--- src/rtl/mbox_seq_pkg.sv ---
package mbox_seq_pkg;

    localparam int BYTE_W     = 8;
    localparam int REG_AW     = 8;
    localparam int WORD_BYTES = 4;

    // register addresses whose values the remote agent decodes
    localparam logic [REG_AW-1:0] A_CTRL     = 8'h01;
    localparam logic [REG_AW-1:0] A_STAT     = 8'h02;
    localparam logic [REG_AW-1:0] A_OUT_LO   = 8'h31;
    localparam logic [REG_AW-1:0] A_IN_CMD   = 8'h38;
    localparam logic [REG_AW-1:0] A_IN_LO    = 8'h39;
    localparam logic [REG_AW-1:0] A_IN_START = 8'h3F;
    localparam logic [REG_AW-1:0] A_RING     = 8'h40;

    localparam logic [BYTE_W-1:0] V_START = 8'h80;
    localparam logic [BYTE_W-1:0] V_RING  = 8'h01;

    localparam int STAT_DONE_BIT = 1;
    localparam int CTRL_MASK_BIT = 4;

    typedef enum logic [3:0] {
        ST_IDLE,
        ST_ARM_RD,
        ST_ARM_WR,
        ST_START,
        ST_CMD,
        ST_ARG,
        ST_RING,
        ST_POLL,
        ST_WAIT,
        ST_OUT,
        ST_CLEAR
    } seq_state_e;

endpackage

--- src/rtl/mbox_seq_timer.sv ---
module mbox_seq_timer #(
    parameter int POLL_WAIT = 64
) (
    input  logic clk,
    input  logic rst_n,
    input  logic start,
    output logic expired
);
    localparam int CNT_W = $clog2(POLL_WAIT + 1);

    logic [CNT_W-1:0] cnt_d, cnt_q;

    always_comb begin
        cnt_d = cnt_q;
        if (start) begin
            cnt_d = CNT_W'(POLL_WAIT);
        end else if (cnt_q != '0) begin
            cnt_d = cnt_q - 1'b1;
        end
    end

    always_ff @(posedge clk or negedge rst_n) begin
        if (!rst_n) begin
            cnt_q <= '0;
        end else begin
            cnt_q <= cnt_d;
        end
    end

    assign expired = (cnt_q == '0);
endmodule

--- src/rtl/mbox_seq_collect.sv ---
module mbox_seq_collect #(
    parameter int LANE_W = 8,
    parameter int LANES  = 4
) (
    input  logic                      clk,
    input  logic                      rst_n,
    input  logic                      clear,
    input  logic                      load,
    input  logic [$clog2(LANES)-1:0]  lane_sel,
    input  logic [LANE_W-1:0]         lane_in,
    output logic [LANE_W*LANES-1:0]   word_out
);
    localparam int SEL_W = $clog2(LANES);

    for (genvar g = 0; g < LANES; g++) begin : g_lane
        logic [LANE_W-1:0] lane_d, lane_q;

        always_comb begin
            lane_d = lane_q;
            if (clear) begin
                lane_d = '0;
            end else if (load && (lane_sel == SEL_W'(g))) begin
                lane_d = lane_in;
            end
        end

        always_ff @(posedge clk or negedge rst_n) begin
            if (!rst_n) begin
                lane_q <= '0;
            end else begin
                lane_q <= lane_d;
            end
        end

        assign word_out[g*LANE_W +: LANE_W] = lane_q;
    end
endmodule

--- src/rtl/mbox_seq.sv ---
module mbox_seq
    import mbox_seq_pkg::*;
#(
    parameter int POLL_RETRIES = 10,
    parameter int POLL_WAIT    = 64
) (
    input  logic                           clk,
    input  logic                           rst_n,
    input  logic                           req_valid,
    output logic                           req_ready,
    input  logic [BYTE_W-1:0]              req_cmd,
    input  logic                           req_read,
    input  logic [BYTE_W*WORD_BYTES-1:0]   req_wdata,
    input  logic                           arm_req,
    output logic                           reg_valid,
    output logic                           reg_write,
    output logic [REG_AW-1:0]              reg_addr,
    output logic [BYTE_W-1:0]              reg_wdata,
    input  logic                           reg_ack,
    input  logic [BYTE_W-1:0]              reg_rdata,
    input  logic                           reg_err,
    output logic                           done,
    output logic                           err,
    output logic [BYTE_W*WORD_BYTES-1:0]   rdata
);
    localparam int WORD_W = BYTE_W * WORD_BYTES;
    localparam int IDX_W  = $clog2(WORD_BYTES);
    localparam int POLL_W = $clog2(POLL_RETRIES + 1);
    localparam logic [IDX_W-1:0]  IDX_LAST   = IDX_W'(WORD_BYTES - 1);
    localparam logic [POLL_W-1:0] POLL_LAST  = POLL_W'(POLL_RETRIES);
    localparam logic [BYTE_W-1:0] DONE_MASK  = BYTE_W'(1) << STAT_DONE_BIT;
    localparam logic [BYTE_W-1:0] CTRL_MASK  = BYTE_W'(1) << CTRL_MASK_BIT;

    typedef struct packed {
        seq_state_e          state;
        logic [IDX_W-1:0]    idx;
        logic [POLL_W-1:0]   polls;
        logic [BYTE_W-1:0]   stat;
        logic [BYTE_W-1:0]   ctrl;
        logic [BYTE_W-1:0]   cmd;
        logic                rd;
        logic [WORD_W-1:0]   arg;
        logic                done;
        logic                err;
    } seq_t;

    seq_t seq_d, seq_q;

    logic              tmr_start, tmr_expired;
    logic              col_clear, col_load;
    logic              acc_valid, acc_write;
    logic [REG_AW-1:0] acc_addr;
    logic [BYTE_W-1:0] acc_data;
    logic              xfer_ok, xfer_bad;

    mbox_seq_timer #(
        .POLL_WAIT (POLL_WAIT)
    ) timer_i (
        .clk     (clk),
        .rst_n   (rst_n),
        .start   (tmr_start),
        .expired (tmr_expired)
    );

    mbox_seq_collect #(
        .LANE_W (BYTE_W),
        .LANES  (WORD_BYTES)
    ) collect_i (
        .clk      (clk),
        .rst_n    (rst_n),
        .clear    (col_clear),
        .load     (col_load),
        .lane_sel (seq_q.idx),
        .lane_in  (reg_rdata),
        .word_out (rdata)
    );

    // access decode from the registered state
    always_comb begin
        acc_valid = 1'b0;
        acc_write = 1'b0;
        acc_addr  = '0;
        acc_data  = '0;
        unique case (seq_q.state)
            ST_ARM_RD: begin
                acc_valid = 1'b1;
                acc_addr  = A_CTRL;
            end
            ST_ARM_WR: begin
                acc_valid = 1'b1;
                acc_write = 1'b1;
                acc_addr  = A_CTRL;
                acc_data  = seq_q.ctrl & ~CTRL_MASK;
            end
            ST_START: begin
                acc_valid = 1'b1;
                acc_write = 1'b1;
                acc_addr  = A_IN_START;
                acc_data  = V_START;
            end
            ST_CMD: begin
                acc_valid = 1'b1;
                acc_write = 1'b1;
                acc_addr  = A_IN_CMD;
                acc_data  = seq_q.cmd;
            end
            ST_ARG: begin
                acc_valid = 1'b1;
                acc_write = 1'b1;
                acc_addr  = A_IN_LO + REG_AW'(seq_q.idx);
                acc_data  = seq_q.arg[BYTE_W*seq_q.idx +: BYTE_W];
            end
            ST_RING: begin
                acc_valid = 1'b1;
                acc_write = 1'b1;
                acc_addr  = A_RING;
                acc_data  = V_RING;
            end
            ST_POLL: begin
                acc_valid = 1'b1;
                acc_addr  = A_STAT;
            end
            ST_OUT: begin
                acc_valid = 1'b1;
                acc_addr  = A_OUT_LO + REG_AW'(seq_q.idx);
            end
            ST_CLEAR: begin
                acc_valid = 1'b1;
                acc_write = 1'b1;
                acc_addr  = A_STAT;
                acc_data  = seq_q.stat | DONE_MASK;
            end
            default: ;
        endcase
    end

    assign xfer_ok  = acc_valid && reg_ack && !reg_err;
    assign xfer_bad = acc_valid && reg_ack && reg_err;

    // next-state computation
    always_comb begin
        seq_d      = seq_q;
        seq_d.done = 1'b0;
        tmr_start  = 1'b0;
        col_clear  = 1'b0;
        col_load   = 1'b0;

        unique case (seq_q.state)
            ST_IDLE: begin
                if (arm_req) begin
                    seq_d.state = ST_ARM_RD;
                    seq_d.err   = 1'b0;
                end else if (req_valid) begin
                    seq_d.state = ST_START;
                    seq_d.err   = 1'b0;
                    seq_d.cmd   = req_cmd;
                    seq_d.rd    = req_read;
                    seq_d.arg   = req_wdata;
                    seq_d.idx   = '0;
                    seq_d.polls = '0;
                    col_clear   = 1'b1;
                end
            end
            ST_ARM_RD: begin
                if (xfer_ok) begin
                    if (reg_rdata[CTRL_MASK_BIT]) begin
                        seq_d.ctrl  = reg_rdata;
                        seq_d.state = ST_ARM_WR;
                    end else begin
                        seq_d.state = ST_IDLE;
                        seq_d.done  = 1'b1;
                    end
                end
            end
            ST_ARM_WR: begin
                if (xfer_ok) begin
                    seq_d.state = ST_IDLE;
                    seq_d.done  = 1'b1;
                end
            end
            ST_START: begin
                if (xfer_ok) seq_d.state = ST_CMD;
            end
            ST_CMD: begin
                if (xfer_ok) begin
                    seq_d.state = ST_ARG;
                    seq_d.idx   = '0;
                end
            end
            ST_ARG: begin
                if (xfer_ok) begin
                    if (seq_q.idx == IDX_LAST) begin
                        seq_d.state = ST_RING;
                        seq_d.idx   = '0;
                    end else begin
                        seq_d.idx = seq_q.idx + 1'b1;
                    end
                end
            end
            ST_RING: begin
                if (xfer_ok) seq_d.state = ST_POLL;
            end
            ST_POLL: begin
                if (xfer_ok) begin
                    if (reg_rdata[STAT_DONE_BIT]) begin
                        seq_d.stat  = reg_rdata;
                        seq_d.idx   = '0;
                        seq_d.state = seq_q.rd ? ST_OUT : ST_CLEAR;
                    end else if (seq_q.polls == POLL_LAST) begin
                        seq_d.state = ST_IDLE;
                        seq_d.done  = 1'b1;
                        seq_d.err   = 1'b1;
                    end else begin
                        seq_d.polls = seq_q.polls + 1'b1;
                        seq_d.state = ST_WAIT;
                        tmr_start   = 1'b1;
                    end
                end
            end
            ST_WAIT: begin
                if (tmr_expired) seq_d.state = ST_POLL;
            end
            ST_OUT: begin
                if (xfer_ok) begin
                    col_load = 1'b1;
                    if (seq_q.idx == IDX_LAST) begin
                        seq_d.state = ST_CLEAR;
                    end else begin
                        seq_d.idx = seq_q.idx + 1'b1;
                    end
                end
            end
            ST_CLEAR: begin
                if (xfer_ok) begin
                    seq_d.state = ST_IDLE;
                    seq_d.done  = 1'b1;
                end
            end
            default: seq_d.state = ST_IDLE;
        endcase

        if (xfer_bad) begin
            seq_d.state = ST_IDLE;
            seq_d.done  = 1'b1;
            seq_d.err   = 1'b1;
        end
    end

    always_ff @(posedge clk or negedge rst_n) begin
        if (!rst_n) begin
            seq_q <= '{state: ST_IDLE, default: '0};
        end else begin
            seq_q <= seq_d;
        end
    end

    assign req_ready = (seq_q.state == ST_IDLE);
    assign reg_valid = acc_valid;
    assign reg_write = acc_write;
    assign reg_addr  = acc_addr;
    assign reg_wdata = acc_data;
    assign done      = seq_q.done;
    assign err       = seq_q.err;
endmodule

--- config.mk ---
export PLATFORM = sky130hd
export DESIGN_NAME = mbox_seq
export DESIGN_NICKNAME = d
export VERILOG_FILES = /design/src/rtl/mbox_seq_pkg.sv /design/src/rtl/mbox_seq_timer.sv /design/src/rtl/mbox_seq_collect.sv /design/src/rtl/mbox_seq.sv
export SDC_FILE = /design/constraint.sdc
export NUM_CORES = 1
export LEC_CHECK = 0
export CAP_MARGIN = 20
export CORE_AREA = 2 2 100 102
export CTS_BUF_LIST = sky130_fd_sc_hd__clkbuf_2
export DETAILED_ROUTE_END_ITERATION = 16
export DIE_AREA = 0 0 102 104
export GPL_ROUTABILITY_DRIVEN = 0
export GPL_TIMING_DRIVEN = 0
export PLACE_DENSITY_LB_ADDON = 0.15
export SLEW_MARGIN = 20
export SYNTH_ARGS = -nofsm -noshare
export SYNTH_HDL_FRONTEND = slang
export SYNTH_SLANG_ARGS = --single-unit
--- constraint.sdc ---
create_clock -name clk -period 6.2 [get_ports clk]
set_input_delay 1.86 -clock clk [delete_from_list [all_inputs] [get_ports clk]]
set_output_delay 1.86 -clock clk [all_outputs]
set_load 0.02 [all_outputs]
# Word-level counts from Yosys, hierarchy flattened
# Index checks and enable logic that the tools add are counted.
# Widths: inputs -> output; s select.
[classes]
n_mux = 61
shifts = 1
n_reduce_logical = 32
n_bitwise = 1
eq_ne = 38
add_sub_neg = 5
[op_table]
columns = ["cell", "n"]
rows = [
  ["$mux 8", 9],
  ["$mux 4", 13],
  ["$pmux 7 s7", 1],
  ["$pmux 8 s6", 1],
  ["$pmux 4 s10", 1],
  ["$ne 3x3->1 const B", 11],
  ["$shiftx 32x6->8", 1],
  ["$mux 6", 4],
  ["$ne 2x2->1 const B", 10],
  ["$mux 18", 1],
  ["$mux 2", 9],
  ["$eq 4x3->1 const B", 4],
  ["$eq 4x4->1 const B", 4],
  ["$mux 1", 15],
  ["$add 6x2->7 const A", 2],
  ["$mux 7", 2],
  ["$reduce_and 12->1", 1],
  ["$reduce_bool 2->1", 6],
  ["$mux 10", 1],
  ["$pmux 2 s5", 1],
  ["$reduce_and 3->1", 3],
  ["$reduce_and 9->1", 1],
  ["$reduce_or 9->1", 1],
  ["$eq 4x2->1 const B", 2],
  ["25 further kinds", 34],
]
[word_totals]
elab_cells = 153
inputBits = 55
reg_bits = 108

# Depth between registers and ports, before layout
[logic_depth]
depth_word = 10
depth_mapped = 8

# Hierarchy
# From an unflattened synthesis, not the netlist that was laid out.
[hier_totals]
hier_cells = 541
hier_area_um2 = 5416.4
[by_module_without_submodules]
columns = ["mod", "instances", "area_each_um2", "seq_area_each_um2", "cells_per_inst"]
rows = [
  ["mbox_seq", 1, 3609.7, 1676.6, 388],
  ["mbox_seq_collect", 1, 1445.1, 800.8, 116],
  ["mbox_seq_timer", 1, 361.6, 175.2, 37],
]

# Least setup slack after synthesis
# OpenSTA, ideal clock, no wires.
[synth_path]
path_type = "register to output"
start = "reg seq_q[68] (netlist bit)"
end = "out reg_addr[5]"
path_stages_with_launch = 7
t_arrival_ns = 1.907
t_required_ns = 4.340
path_slack_ns = 2.433
n_path_buf = 4
path_cell_list = "dfrtp_1 buf_2 buf_1 buf_1 a21oi_1 o21bai_1 buf_4"
[synth_via]
elab_chain_cells = 3
word_cells_on_any_way = 12
cone_classes = "eq/ne (9); mux (1); reduce/logical (2)"
[synth_rtl]
columns = ["item", "line", "rtl"]
rows = [
  ["start: declaration", "mbox_seq.sv:47", "seq_t seq_d, seq_q;"],
  ["start signal: assignment", "mbox_seq.sv:253", "seq_q <= seq_d;"],
  ["$eq 4x4->1 (tied with other cells)", "mbox_seq.sv:84", "unique case (seq_q.state)"],
  ["$reduce_or 2->1 (no source line)", "-", ""],
  ["$pmux 7 s7 *", "mbox_seq.sv:84", ""],
  ["end: declaration", "mbox_seq.sv:17", "output logic [REG_AW-1:0] reg_addr,"],
]
# Mark *: on every way between the ends. The rest lies on a longest branch, timed or not.

# Final worst setup path
[layout_path]
start = "reg seq_q[68] (netlist bit)"
end = "out reg_wdata[4]"
[layout_via]
elab_chain_cells = 2
word_cells_on_any_way = 7
cone_classes = "eq/ne (6); mux (1)"
[layout_rtl]
columns = ["item", "line", "rtl"]
rows = [
  ["$eq 4x4->1 (tied with other cells)", "mbox_seq.sv:84", ""],
  ["$pmux 8 s6 *", "mbox_seq.sv:84", ""],
  ["end: declaration", "mbox_seq.sv:18", "output logic [BYTE_W-1:0] reg_wdata,"],
]
# Marked as above.

==> flow_summary_export.csv <==
group,metric,value,unit
global_routing,antenna_found_initial,0,
global_routing,grtUsageTotal,0.2563,
hold_path,hp-class,"reg2reg",
cts,cts.sinks,106,
routing,drtIter0Drc,325,
logic_synthesis,syn_nets,603,
cts,clk_pin_slew,0.29,ns
floorplanning,row_count,36,
sta,tightest_slew,0.7837,ns
sta,setup_viol,0,
logic_synthesis,yosys-top-cells-area,"dfrtp_1, nand2_1, mux2i_1, nor2_1, mux4_2",
cells_and_area,fin_util,0.6930,
routing,routed-via-count,4373,
logic_synthesis,yosys.area.top_type,"dfrtp_1",
critical_path,cpMostUsedCell,"buf_1",
placed_design,dp_hpwl,9.586,mm
floorplanning,ios,108,
floorplanning,die_y,104,um
power,irDropWorstVdd,0.0002033,V
placed_design,numPortBuffers,105,
logic_synthesis,synth_edf_count,0,
sta,setup-tns-final,0,ns
floorplanning,initial_utilization,0.5515,
critical_path,slowest_delay,0.67,ns
cts,cts_resized,0,
power,clkPwrFrac,0.129,
cts,cts_root_buffer,"clkbuf_2",
placed_design,dpl_worst_slack,1.761,ns
cells_and_area,antenna_cells,0,
critical_path,worstPathCellList,"buf_2 -> buf_1 -> buf_1 -> a32oi_1 -> o21ai_0 -> clkdlybuf4s50_1",
global_routing,use_met1,0.3693,
routing,wl_per_cell,16.25,um
logic_synthesis,netlist_area,5266,um^2
critical_path,required,4.34,ns
sta,timing.final.crit_share,0.8396,
critical_path,critPathCaptureType,"output port",
cts,htree_levels,3,
floorplanning,die_area,10610,um^2
cells_and_area,drive_above_1_share,0.1026,
sta,grt_setup_unrepaired,"false",
critical_path,critical_path.max_fanout,10,
cells_and_area,fillers,771,
cts,cts_tree,"yes",
routing,vias_per_cell,5.494,
cts,cts_made_buffers,9,
power,pwr-share-seq,0.428,
cells_and_area,final_area,6618,um^2
logic_synthesis,yosys_warnings,0,
routing,drt.antenna.violating_nets,0,
routing,drt_wl_total,12.94,mm
global_routing,use_met2,0.4074,
power,p_switching,0.0009526,W
critical_path,slowest_stage,"clkdlybuf4s50_1",
global_routing,grt-ovfl-total,0,
sta,period_needed,5.206,ns
critical_path,worstSetupPathType,"reg2out",
placed_design,placed_area,6513,um^2
cts,cts.path.max_buffers,2,
global_routing,grt.busiest_layer,"met2",
logic_synthesis,synthesis.instances,541,
floorplanning,die_width,102,um
global_routing,grt_pass1_vias,4312,
logic_synthesis,synth_flop_cell,"dfrtp_1",
critical_path,cp.arrival,3.35,ns
routing,drc_errors,0,
floorplanning,core_area,9549,um^2
global_routing,grt_first_pass_wirelength,21.32,mm
sta,skew,0.02751,ns
cts,clock_latency,0.57,ns
routing,drt_first_pass_iters,6,
logic_synthesis,synthDistinctLibCells,56,
power,p_comb_frac,0.443,
cells_and_area,syn_to_final_growth,25.66,%
power,power_per_cell_area,359.2,nW/um^2
power,p_leak,3.281,nW
outcome,status,"completed",
logic_synthesis,ys_async_sr_fraction,1.000,
sta,hold_violations,0,
logic_synthesis,yosysTopAreaCellShare,0.5037,
flow_run,drv_cap,0,
global_routing,grt_util_met3,0.05040,
logic_synthesis,seq_area_frac_synth,0.5037,
sta,hold_ws,0.4973,ns
power,switching_share,0.4008,
cts,hold_buffers,0,
logic_synthesis,synth.ff_latch_count,106,
sta,drv_slew,0,
global_routing,grt_max_degree,77,
power,p_int,0.001424,W
sta,slew_headroom,0.4762,
sta,fin_ws,0.9942,ns
sta,max_freq,0.1921,GHz
cts,post_cts_buffers,0,
logic_synthesis,synth_area_per_cell,9.734,um^2
cells_and_area,fin_nets,720,
critical_path,start_kind,"flip-flop",
==> routing by layer <==
layer  share of wire  vias up
met3           0.073       14
met1            0.44     2114
met4           0.010        0
li1                -     2074
met2            0.48      171
met5               0        -
==> through the flow <==
stage / total power [W] / instances
2_1_floorplan: 0.001704 / 541
3_3_place_gp: 0.002040 / 779
3_5_place_dp: 0.002079 / 780
4_1_cts: 0.002380 / 796
5_1_grt: 0.002547 / 796
6_report: 0.002377 / 796
==> kinds of logic (layout without fill, tap and decap cells) <==
family                   Yosys count  in the layout  synth area share
AND/OR/NAND/NOR                  248            248            0.2058
multiplexers                      64             64            0.1442
buffers and inverters             41            163           0.03825
AO/OA/AOI/OAI                     71             71           0.08577
adder cells (fa/ha/maj)            7              7           0.01663
other                              1              1         0.0007121
XOR/XNOR                           3              3          0.004990
flip-flops                       106            106            0.5037
==> worst paths after layout <==
| path | start | endpoint | slack, ns | cells after the start |
|---|---|---|---|---|
| max | seq_q[68] | reg_wdata[4] | 0.99 | 6 |
| min | seq_q[62] | seq_q[62] | 0.50 | 1 |
| max reg2reg | seq_q[64] | collect_i.g_lane[0].lane_q[1] | 4.08 | 6 |
| min reg2reg | seq_q[62] | seq_q[62] | 0.50 | 1 |
| max in group asynchronous | rst_n | seq_q[37] | 4.43 | 2 |
| min in group asynchronous | rst_n | collect_i.g_lane[0].lane_q[3] | 1.09 | 1 |
==> cells in the final DEF (no fill, tap or decap), types with 2 or more instances in the layout <==
| master | netlist | layout |
|---|---|---|
| a21oi_1 | 12 | 12 |
| dfrtp_1 | 106 | 106 |
| mux2_2 | 15 | 15 |
| clkbuf_2 | 0 | 9 |
| inv_1 | 8 | 8 |
| buf_4 | 9 | 9 |
| o21ai_0 | 20 | 20 |
| nand2_1 | 150 | 150 |
| nand3_1 | 7 | 7 |
| or3_1 | 3 | 3 |
| and2_1 | 3 | 3 |
| o21ai_1 | 4 | 4 |
| nor2_1 | 52 | 52 |
| inv_8 | 0 | 2 |
| clkbuf_1 | 10 | 10 |
| nor2b_1 | 5 | 5 |
| a211oi_1 | 4 | 4 |
| o211ai_1 | 2 | 2 |
| o21a_1 | 2 | 2 |
| ha_1 | 7 | 7 |
| mux2i_1 | 41 | 41 |
| nand2b_1 | 8 | 8 |
| nor3_1 | 4 | 4 |
| a32o_1 | 2 | 2 |
| o41ai_1 | 2 | 2 |
| buf_1 | 2 | 2 |
| mux4_2 | 8 | 8 |
| or4b_1 | 2 | 2 |
| nand3b_1 | 2 | 2 |
| a31oi_1 | 4 | 4 |
| clkinvlp_4 | 0 | 2 |
| or4_1 | 2 | 2 |
| clkdlybuf4s50_1 | 0 | 104 |
| xor2_1 | 2 | 2 |
| a22oi_1 | 3 | 3 |
| a21o_1 | 2 | 2 |
| buf_2 | 11 | 11 |
| o22ai_1 | 5 | 5 |
==> cell type report <==
cell class / instances / area, um^2 / area share
clock buffers: 9 / 45.04 / 0.006807
plain buffers: 32 / 167.7 / 0.02534
well taps: 133 / 166.4 / 0.02515
repair buffers: 106 / 1080 / 0.1632
flip-flops and latches: 106 / 2653 / 0.4008
multi-input cells: 394 / 2412 / 0.3645
clock inverters: 7 / 60.06 / 0.009075
inverters: 9 / 33.78 / 0.005105
==> flip-flops by register name, indices dropped and copies added, names as in the netlist <==
| signal | count |
|---|---|
| collect_i.g_lane.lane_q | 32 |
| done | 1 |
| err | 1 |
| seq_q | 65 |
| timer_i.cnt_q | 7 |
==> power groups by stage <==
| stage | logic, W | clock network (W) | registers, W |
|---|---|---|---|
| 6_report | 0.00105 | 0.000307 | 0.00102 |
| 5_1_grt | 0.00116 | 0.000344 | 0.00104 |
| 4_1_cts | 0.00105 | 0.000312 | 0.00102 |
| 3_5_place_dp | 0.00105 | 0 | 0.00103 |
| 3_3_place_gp | 0.00102 | 0 | 0.00102 |
| 2_1_floorplan | 0.000704 | 0 | 0.00100 |
==> cell usage after synthesis, drive strengths merged (2+ instances only) <==
cell	instances
nor2b	5
o21ai	24
nor3	5
or4	2
a21oi	12
or4b	2
a32o	2
a21o	2
a211oi	4
and2	3
mux2	15
mux2i	41
xor2	2
o21a	2
nand3	7
nor4	2
a22oi	3
mux4	8
nand3b	2
or3	3
o211ai	2
o41ai	2
ha	7
nand2b	8
clkbuf	10
o22ai	5
buf	22
dfrtp	106
nand2	150
nor2	52
inv	9
a31oi	4
==> worst max-delay path: cells and delay by family, from the launching register on <==
| family | cells | cell delay, ns |
|---|---|---|
| AO/OA/AOI/OAI | 2 | 0.50 |
| buffers and inverters | 4 | 1.88 |
| flip-flops | 1 | 0.41 |
Power figures use the tool's default switching activity.
